`src/rtl/arb_pkg.sv`:
```
package arb_pkg;

  typedef enum logic [1:0] {
    OWN_NONE = 2'd0,
    OWN_CPU  = 2'd1,
    OWN_DMA  = 2'd2
  } own_kind_e;

  // Owner after a bus-busy take: the holder of the registered grant.
  function automatic own_kind_e next_owner(input logic take,
                                           input logic had_cpu_gnt,
                                           input logic had_dma_gnt,
                                           input own_kind_e prev);
    if (!take)           return prev;
    else if (had_cpu_gnt) return OWN_CPU;
    else if (had_dma_gnt) return OWN_DMA;
    else                  return prev;
  endfunction

  // Channel requests that survive the lock and yield masks.
  function automatic logic mask_open(input logic lock_hold, input logic yield_on);
    return !(lock_hold || yield_on);
  endfunction

endpackage

```
`src/rtl/arb_fixed_prio.sv`:
```
module arb_fixed_prio #(
  parameter int N = 4
) (
  input  logic [N-1:0] req,
  output logic [N-1:0] pick,
  output logic         any
);
  logic [N:0] seen;
  assign seen[0] = 1'b0;

  for (genvar i = 0; i < N; i++) begin : g_ch
    assign pick[i]     = req[i] & ~seen[i];
    assign seen[i + 1] = seen[i] | req[i];
  end

  assign any = seen[N];
endmodule

```
`src/rtl/arb_irq_latch.sv`:
```
module arb_irq_latch #(
  parameter bit ENABLE = 1'b1
) (
  input  logic clk,
  input  logic rst_n,
  input  logic pend,
  input  logic eoi,
  output logic latched,
  output logic set_evt
);
  if (ENABLE) begin : g_on
    logic pend_q;
    logic lat_q;
    always_ff @(posedge clk or negedge rst_n) begin
      if (!rst_n) begin
        pend_q <= 1'b0;
        lat_q  <= 1'b0;
      end else begin
        pend_q <= pend;
        if (set_evt)  lat_q <= 1'b1;
        else if (eoi) lat_q <= 1'b0;
      end
    end
    assign set_evt = pend & ~pend_q;
    assign latched = lat_q;
  end else begin : g_off
    assign set_evt = 1'b0;
    assign latched = 1'b0;
  end
endmodule

```
`src/rtl/arb_owner_track.sv`:
```
module arb_owner_track
  import arb_pkg::*;
(
  input  logic      clk,
  input  logic      rst_n,
  input  logic      bus_busy,
  input  logic      had_cpu_gnt,
  input  logic      had_dma_gnt,
  output own_kind_e kind,
  output logic      take_evt
);
  logic busy_q;

  assign take_evt = bus_busy & ~busy_q;

  always_ff @(posedge clk or negedge rst_n) begin
    if (!rst_n) begin
      busy_q <= 1'b0;
      kind   <= OWN_NONE;
    end else begin
      busy_q <= bus_busy;
      kind   <= next_owner(take_evt, had_cpu_gnt, had_dma_gnt, kind);
    end
  end
endmodule

```
`src/rtl/bus_arbiter_lock.sv`:
```
module bus_arbiter_lock
  import arb_pkg::*;
#(
  parameter int N_DMA        = 4,
  parameter bit IRQ_CLEAR_EN = 1'b1
) (
  input  logic             clk,
  input  logic             rst_n,
  input  logic             cpu_req,
  output logic             cpu_gnt,
  input  logic [N_DMA-1:0] dma_req,
  output logic [N_DMA-1:0] dma_gnt,
  input  logic             bus_busy,
  input  logic             lock_n,
  input  logic             clr_in,
  input  logic             irq_pend,
  input  logic             irq_eoi,
  output logic             dma_yield
);
  own_kind_e        owner_kind;
  logic             take_evt;
  logic             irq_lat;
  logic             irq_set_evt;
  logic             lock_hold;
  logic             dma_block;
  logic [N_DMA-1:0] dma_open;
  logic [N_DMA-1:0] dma_pick;
  logic             dma_any;
  logic             cpu_win;
  logic             cpu_gnt_q;
  logic [N_DMA-1:0] dma_gnt_q;

  arb_irq_latch #(.ENABLE(IRQ_CLEAR_EN)) u_irq (
    .clk(clk), .rst_n(rst_n), .pend(irq_pend), .eoi(irq_eoi),
    .latched(irq_lat), .set_evt(irq_set_evt)
  );

  arb_owner_track u_own (
    .clk(clk), .rst_n(rst_n), .bus_busy(bus_busy),
    .had_cpu_gnt(cpu_gnt_q), .had_dma_gnt(|dma_gnt_q),
    .kind(owner_kind), .take_evt(take_evt)
  );

  assign dma_yield = clr_in | irq_lat;
  assign lock_hold = ~lock_n & (owner_kind == OWN_CPU);
  assign dma_block = ~mask_open(lock_hold, dma_yield);
  assign dma_open  = dma_block ? '0 : dma_req;

  arb_fixed_prio #(.N(N_DMA)) u_prio (
    .req(dma_open), .pick(dma_pick), .any(dma_any)
  );

  assign cpu_win = cpu_req & ~dma_any;

  always_ff @(posedge clk or negedge rst_n) begin
    if (!rst_n) begin
      cpu_gnt_q <= 1'b0;
      dma_gnt_q <= '0;
    end else if (bus_busy) begin
      cpu_gnt_q <= 1'b0;
      dma_gnt_q <= '0;
    end else begin
      cpu_gnt_q <= cpu_win;
      dma_gnt_q <= dma_pick;
    end
  end

  assign cpu_gnt = cpu_gnt_q;
  assign dma_gnt = dma_gnt_q;
endmodule

```
`config.mk`:
```
export PLATFORM = sky130hd
export DESIGN_NAME = bus_arbiter_lock
export DESIGN_NICKNAME = d
export VERILOG_FILES = /design/src/rtl/arb_pkg.sv /design/src/rtl/arb_fixed_prio.sv /design/src/rtl/arb_irq_latch.sv /design/src/rtl/arb_owner_track.sv /design/src/rtl/bus_arbiter_lock.sv
export SDC_FILE = /design/constraint.sdc
export NUM_CORES = 1
export LEC_CHECK = 0
export BUFFER_PORTS_ARGS = -buffer_cell sky130_fd_sc_hd__clkbuf_2
export CORE_AREA = 10 10 47 49
export CTS_CLUSTER_SIZE = 24
export DETAILED_ROUTE_END_ITERATION = 6
export DIE_AREA = 0 0 57 59
export GPL_ROUTABILITY_DRIVEN = 0
export GPL_TIMING_DRIVEN = 1
export HOLD_SLACK_MARGIN = 0.15
export PLACE_DENSITY = 0.62
export REMOVE_ABC_BUFFERS = 1
export SLEW_MARGIN = 10
export SYNTH_ARGS = -nofsm -noshare
export SYNTH_HDL_FRONTEND = slang
export SYNTH_SLANG_ARGS = --single-unit
```
`constraint.sdc`:
```
create_clock -name clk -period 2.2 [get_ports clk]
set_input_delay 0.44 -clock clk [delete_from_list [all_inputs] [get_ports clk]]
set_output_delay 0.44 -clock clk [all_outputs]
set_load 0.01 [all_outputs]
```
# == Word-level counts from Yosys, hierarchy flattened ==
# Cells that the tools add are included.
# op_classes
eq_ne,1
mux,7
bitwise,18
reduce_logical,5
# op_table
op,count
$mux W4,2
$and A1 B1 Y1,7
$not A1 Y1,7
$mux W2,2
$or A1 B1 Y1,4
$reduce_bool A2 Y1,2
$reduce_or A4 Y1,1
$mux W1,3
$eq A2 B1 Y1 const B,1
$reduce_and A2 Y1,1
$logic_or A1 B1 Y1,1
# word_totals
ff_bits,10
out_inout_bits,6
word_cells,37

# == Longest topological paths before layout ==
# logic_depth
word_depth,10
depth_mapped,3

# == By module ==
# A second synthesis with hierarchy kept.
# unflattened
cells_unflattened,36
area_unflattened_um2,437.9
# by_module_without_submodules
module,instances,cells_each,area_per_inst_um2,seq_area_each_um2
bus_arbiter_lock,1,18,209.0,125.1
arb_owner_track,1,8,116.4,75.1
arb_irq_latch,1,5,75.1,50.0
arb_fixed_prio,1,5,37.5,0.0

# == Worst setup path before layout ==
# OpenSTA, ideal clock, no wires.
# synth_timing
path_kind,input to register
from,input clr_in
to,register cpu_gnt_q (netlist: cpu_gnt)
setup_ns,0.128
arrival_time_ns,1.062
path_slack_ns,1.010
stages,2
path_cell_list,or2_4 -> o311a_2
# synth_via
elab_chain_len,9
# synth_lines
element,line_no,text
from (decl),bus_arbiter_lock.sv:15,"input logic clr_in,"
$or A1 B1 Y1 (*),bus_arbiter_lock.sv:44,assign dma_yield = clr_in | irq_lat;
$logic_or A1 B1 Y1 (*),arb_pkg.sv:22,return !(lock_hold || yield_on);
$mux W4 (*),bus_arbiter_lock.sv:47,assign dma_open = dma_block ? '0 : dma_req;
$or A1 B1 Y1 (2 in a row),arb_fixed_prio.sv:13,assign seen[i + 1] = seen[i] | req[i];
$or A1 B1 Y1 (*),arb_fixed_prio.sv:13,
$not A1 Y1 (*),bus_arbiter_lock.sv:53,assign cpu_win = cpu_req & ~dma_any;
$and A1 B1 Y1 (*),bus_arbiter_lock.sv:53,
$mux W1 (*),bus_arbiter_lock.sv:59,end else if (bus_busy) begin
to (signal assigned),bus_arbiter_lock.sv:63,cpu_gnt_q <= cpu_win;
to (decl),bus_arbiter_lock.sv:30,logic cpu_gnt_q;
# Every way passes the cells marked *; elsewhere a longest branch is shown, timed or not.
# A chain may end at the register's enable or synchronous reset.

# == Worst setup path after layout ==
# layout_timing
from,register u_irq.g_on.lat_q (netlist: u_irq.latched)
to,output dma_yield
# layout_via
elab_chain_len,1
# layout_lines
element,line_no,text
from (decl),arb_irq_latch.sv:13,logic lat_q;
from (signal assigned),arb_irq_latch.sv:17,lat_q <= 1'b0;
from (signal assigned),arb_irq_latch.sv:20,if (set_evt) lat_q <= 1'b1;
from (signal assigned),arb_irq_latch.sv:21,else if (eoi) lat_q <= 1'b0;
$or A1 B1 Y1,bus_arbiter_lock.sv:44,
to (decl),bus_arbiter_lock.sv:18,output logic dma_yield
# Every way passes these cells.

==> summary.txt <==
Critical path
  • CP endpoint kind: primary output
  • Crit path cell chain: or2_4, clkbuf_2
  • Crit path largest cell delay: 0.38 ns
  • CP max stage cell: dfrtp_1
  • Arrival @ worst endpoint: ~1 ns
  • CP Class: reg2out
  • Req. time, crit path: approximately 1.8 ns
  • Crit Path Max Fanout: 3
  • WP buf/inv: 1
  • Critical path startpoint category: flip-flop
  • CP delay by family, top: flip-flops

Logic synthesis
  • Post-synthesis instance area: slightly below 400 um^2
  • Leading area contributor after synthesis: dfrtp_1
  • Post-Synthesis Cells: 30
  • YS warnings: 0
  • Register area share after synthesis: between 60% and 70%
  • Avg Inst Size Synth: ~13 um^2
  • Post-synth EDFFs: 0
  • Flops & latches, synth: 10
  • Cell variety after synth: 17
  • Synth cell count leaders: dfrtp_1, inv_1, nor4_1
  • Top post-synthesis cells by area: dfrtp_1, inv_1, nor4_1
  • Most numerous cell in the Yosys netlist: dfrtp_1
  • Synth Flop Type: dfrtp_1
  • Synth top area share: ~65%
  • Asr flop ratio synth: between 90% and 100%

Clock tree
  • Worst skew pair latency: around 0.25 ns
  • Total CTS buffers: 3
  • Post-cts resize count: 0
  • CTS Sinks: 10
  • CTS Hold Buffers Added: 1
  • Root Buffer: clkbuf_4
  • Setup Fix Bufs, Post-CTS: 0
  • TritonCTS clock tree: yes
  • Max clock buf depth: 2
  • Clock slew at reported path FFs: ~0.060 ns
  • H-tree levels: 1

Timing
  • Tmin final: 1.45 ns
  • Final setup viols: 0
  • Setup Skew: about 0.0044 ns
  • F_max: 689 MHz
  • Final hold violation count: 0
  • Relative slew slack: 74.8%
  • Slew @ Worst Pin: approximately 0.38 ns
  • Post-route setup TNS: 0 ns
  • Crit share post-route: ~66%
  • RSZ-0062 raised after global routing: false
  • Slew Limit Fails: 0

Final layout
  • Fill count: around 150
  • Final nets: between 60 and 70
  • Register Area: roughly 250 um^2
  • Share of cells above drive strength 1: between 50% and 60%
  • Area of the multi-input gates: about 120 um^2
  • Antenna cells: 0
  • Area grow syn2layout: 35.7%

Floorplanning
  • # rows: 14
  • Initial Utilization: around 28%
  • Die Y: roughly 59 um
  • I/O pin total: 18
  • Die ar.: 3360 um^2
  • Die W: roughly 57 um
  • CORE AREA: 1400 um^2

Power and ir drop
  • Sw power: roughly 0.086 mW
  • Clock power share: a little under a third
  • Sw frac: a little under a quarter
  • Sequential share of power: 55.4%
  • Worst IR Drop VDD: 0.265 mV
  • Power density over the cells: slightly above 700 nW/um^2
  • Combinational power share: between 10% and 20%
  • Internal: about 0.29 mW
  • Total design power: 0.374 mW
  • Leak pwr: 0.283 nW

Global route
  • Largest net degree at the start of global routing: 11
  • Global-route wire length before repair: between 1500 and 2000 um
  • Gr usage total: under 10%
  • Overflow after GRT: 0
  • Initial antenna violation count: 0
  • Vias in the first global route: 354

Route
  • DR vias: between 200 and 300
  • Detailed Route WL: between 800 and 900 um
  • DRT iter0 DRCs: 3
  • 1st-pass router iterations: 4
  • Post-route antenna net violation count: 0
  • Drt drc: 0
  • Vias per cell: around 4.4
  • Post-DR wirelength/cell: approximately 13 um

Placement
  • Post-DP HPWL: ~750 um
  • Buffers on Ports: 17

Min path
  • Hold Path Class: in2reg

Job
  • Max-Cap Viols: 0

Run status
  • Run status: finished clean
## worst register-to-register path, stage by stage (launching register included)
cell and delay, ns:
dfrtp_1 0.38, nor3b_1 0.36, nor3_2 0.11, and3_2 0.21
## state kept, by name, summed over array words and instances (netlist names)
signal             flops
dma_gnt                4
u_own.kind             2
cpu_gnt                1
u_irq.g_on.pend_q      1
u_irq.latched          1
u_own.busy_q           1
## routing by layer
| metal | vias up | wire (um) | GRT usage [%] |
|---|---|---|---|
| li1 | 150 | - | - |
| met2 | 12 | 386 | 8.22 |
| met1 | 136 | 397 | 6.56 |
| met5 | - | 0 | 0 |
| met3 | 0 | 58 | 3.22 |
| met4 | 0 | 0 | 4.03 |
## per-stage QoR
step           hold WS [ns]  area (um^2)  setup slack, ns  instances  util (%)
2_1_floorplan         0.144          385             1.01         30         -
3_3_place_gp          0.315          490            0.883         63      35.0
3_5_place_dp          0.316          490            0.882         63      35.0
4_1_cts               0.293          523            0.724         67      37.3
5_1_grt               0.298          523            0.693         67      37.3
6_report              0.305          523            0.748         67      37.3
## final timing paths
| kind | from | end | slack, ns | cells after the start |
|---|---|---|---|---|
| max | u_irq.latched | dma_yield | 0.75 | 2 |
| min | irq_pend | u_irq.g_on.pend_q | 0.30 | 1 |
| max reg2reg | u_own.kind[1] | dma_gnt[2] | 1.03 | 3 |
| min reg2reg | u_irq.g_on.pend_q | u_irq.latched | 0.43 | 1 |
| max in group asynchronous | rst_n | u_irq.g_on.pend_q | 1.42 | 2 |
| min in group asynchronous | rst_n | u_own.kind[0] | 0.58 | 2 |
## cells in the final DEF, fill, tap and decap left out, drive strengths merged, types with 2 or more instances in the layout
| cell | instances |
|---|---|
| clkbuf | 20 |
| dfrtp | 10 |
| inv | 4 |
| nor3 | 2 |
| nor4 | 2 |
## power groups by stage
| stage | logic [mW] | registers (mW) | clock network [mW] |
|---|---|---|---|
| after global placement | 0.0489 | 0.210 | 0 |
| after global routing | 0.0577 | 0.210 | 0.131 |
| final | 0.0501 | 0.208 | 0.117 |
| after floorplan | 0.0248 | 0.210 | 0 |
| after detailed placement | 0.0498 | 0.211 | 0 |
| after CTS | 0.0514 | 0.208 | 0.124 |
## area by class of cell
type	count	share of cell area, %
clock buffer	3	4.31
inverter	4	2.87
multi-input combinational	16	23.0
sequential	10	47.8
tap	16	3.83
timing repair buffer	18	18.2
## cell families after synthesis
| kind of cell | Yosys count | synth area share (%) |
|---|---|---|
| compound gates | 4 | 7.79 |
| simple gates | 12 | 23.4 |
| flops | 10 | 64.9 |
| buf+inv | 4 | 3.89 |
Power figures use the tool's default switching activity.
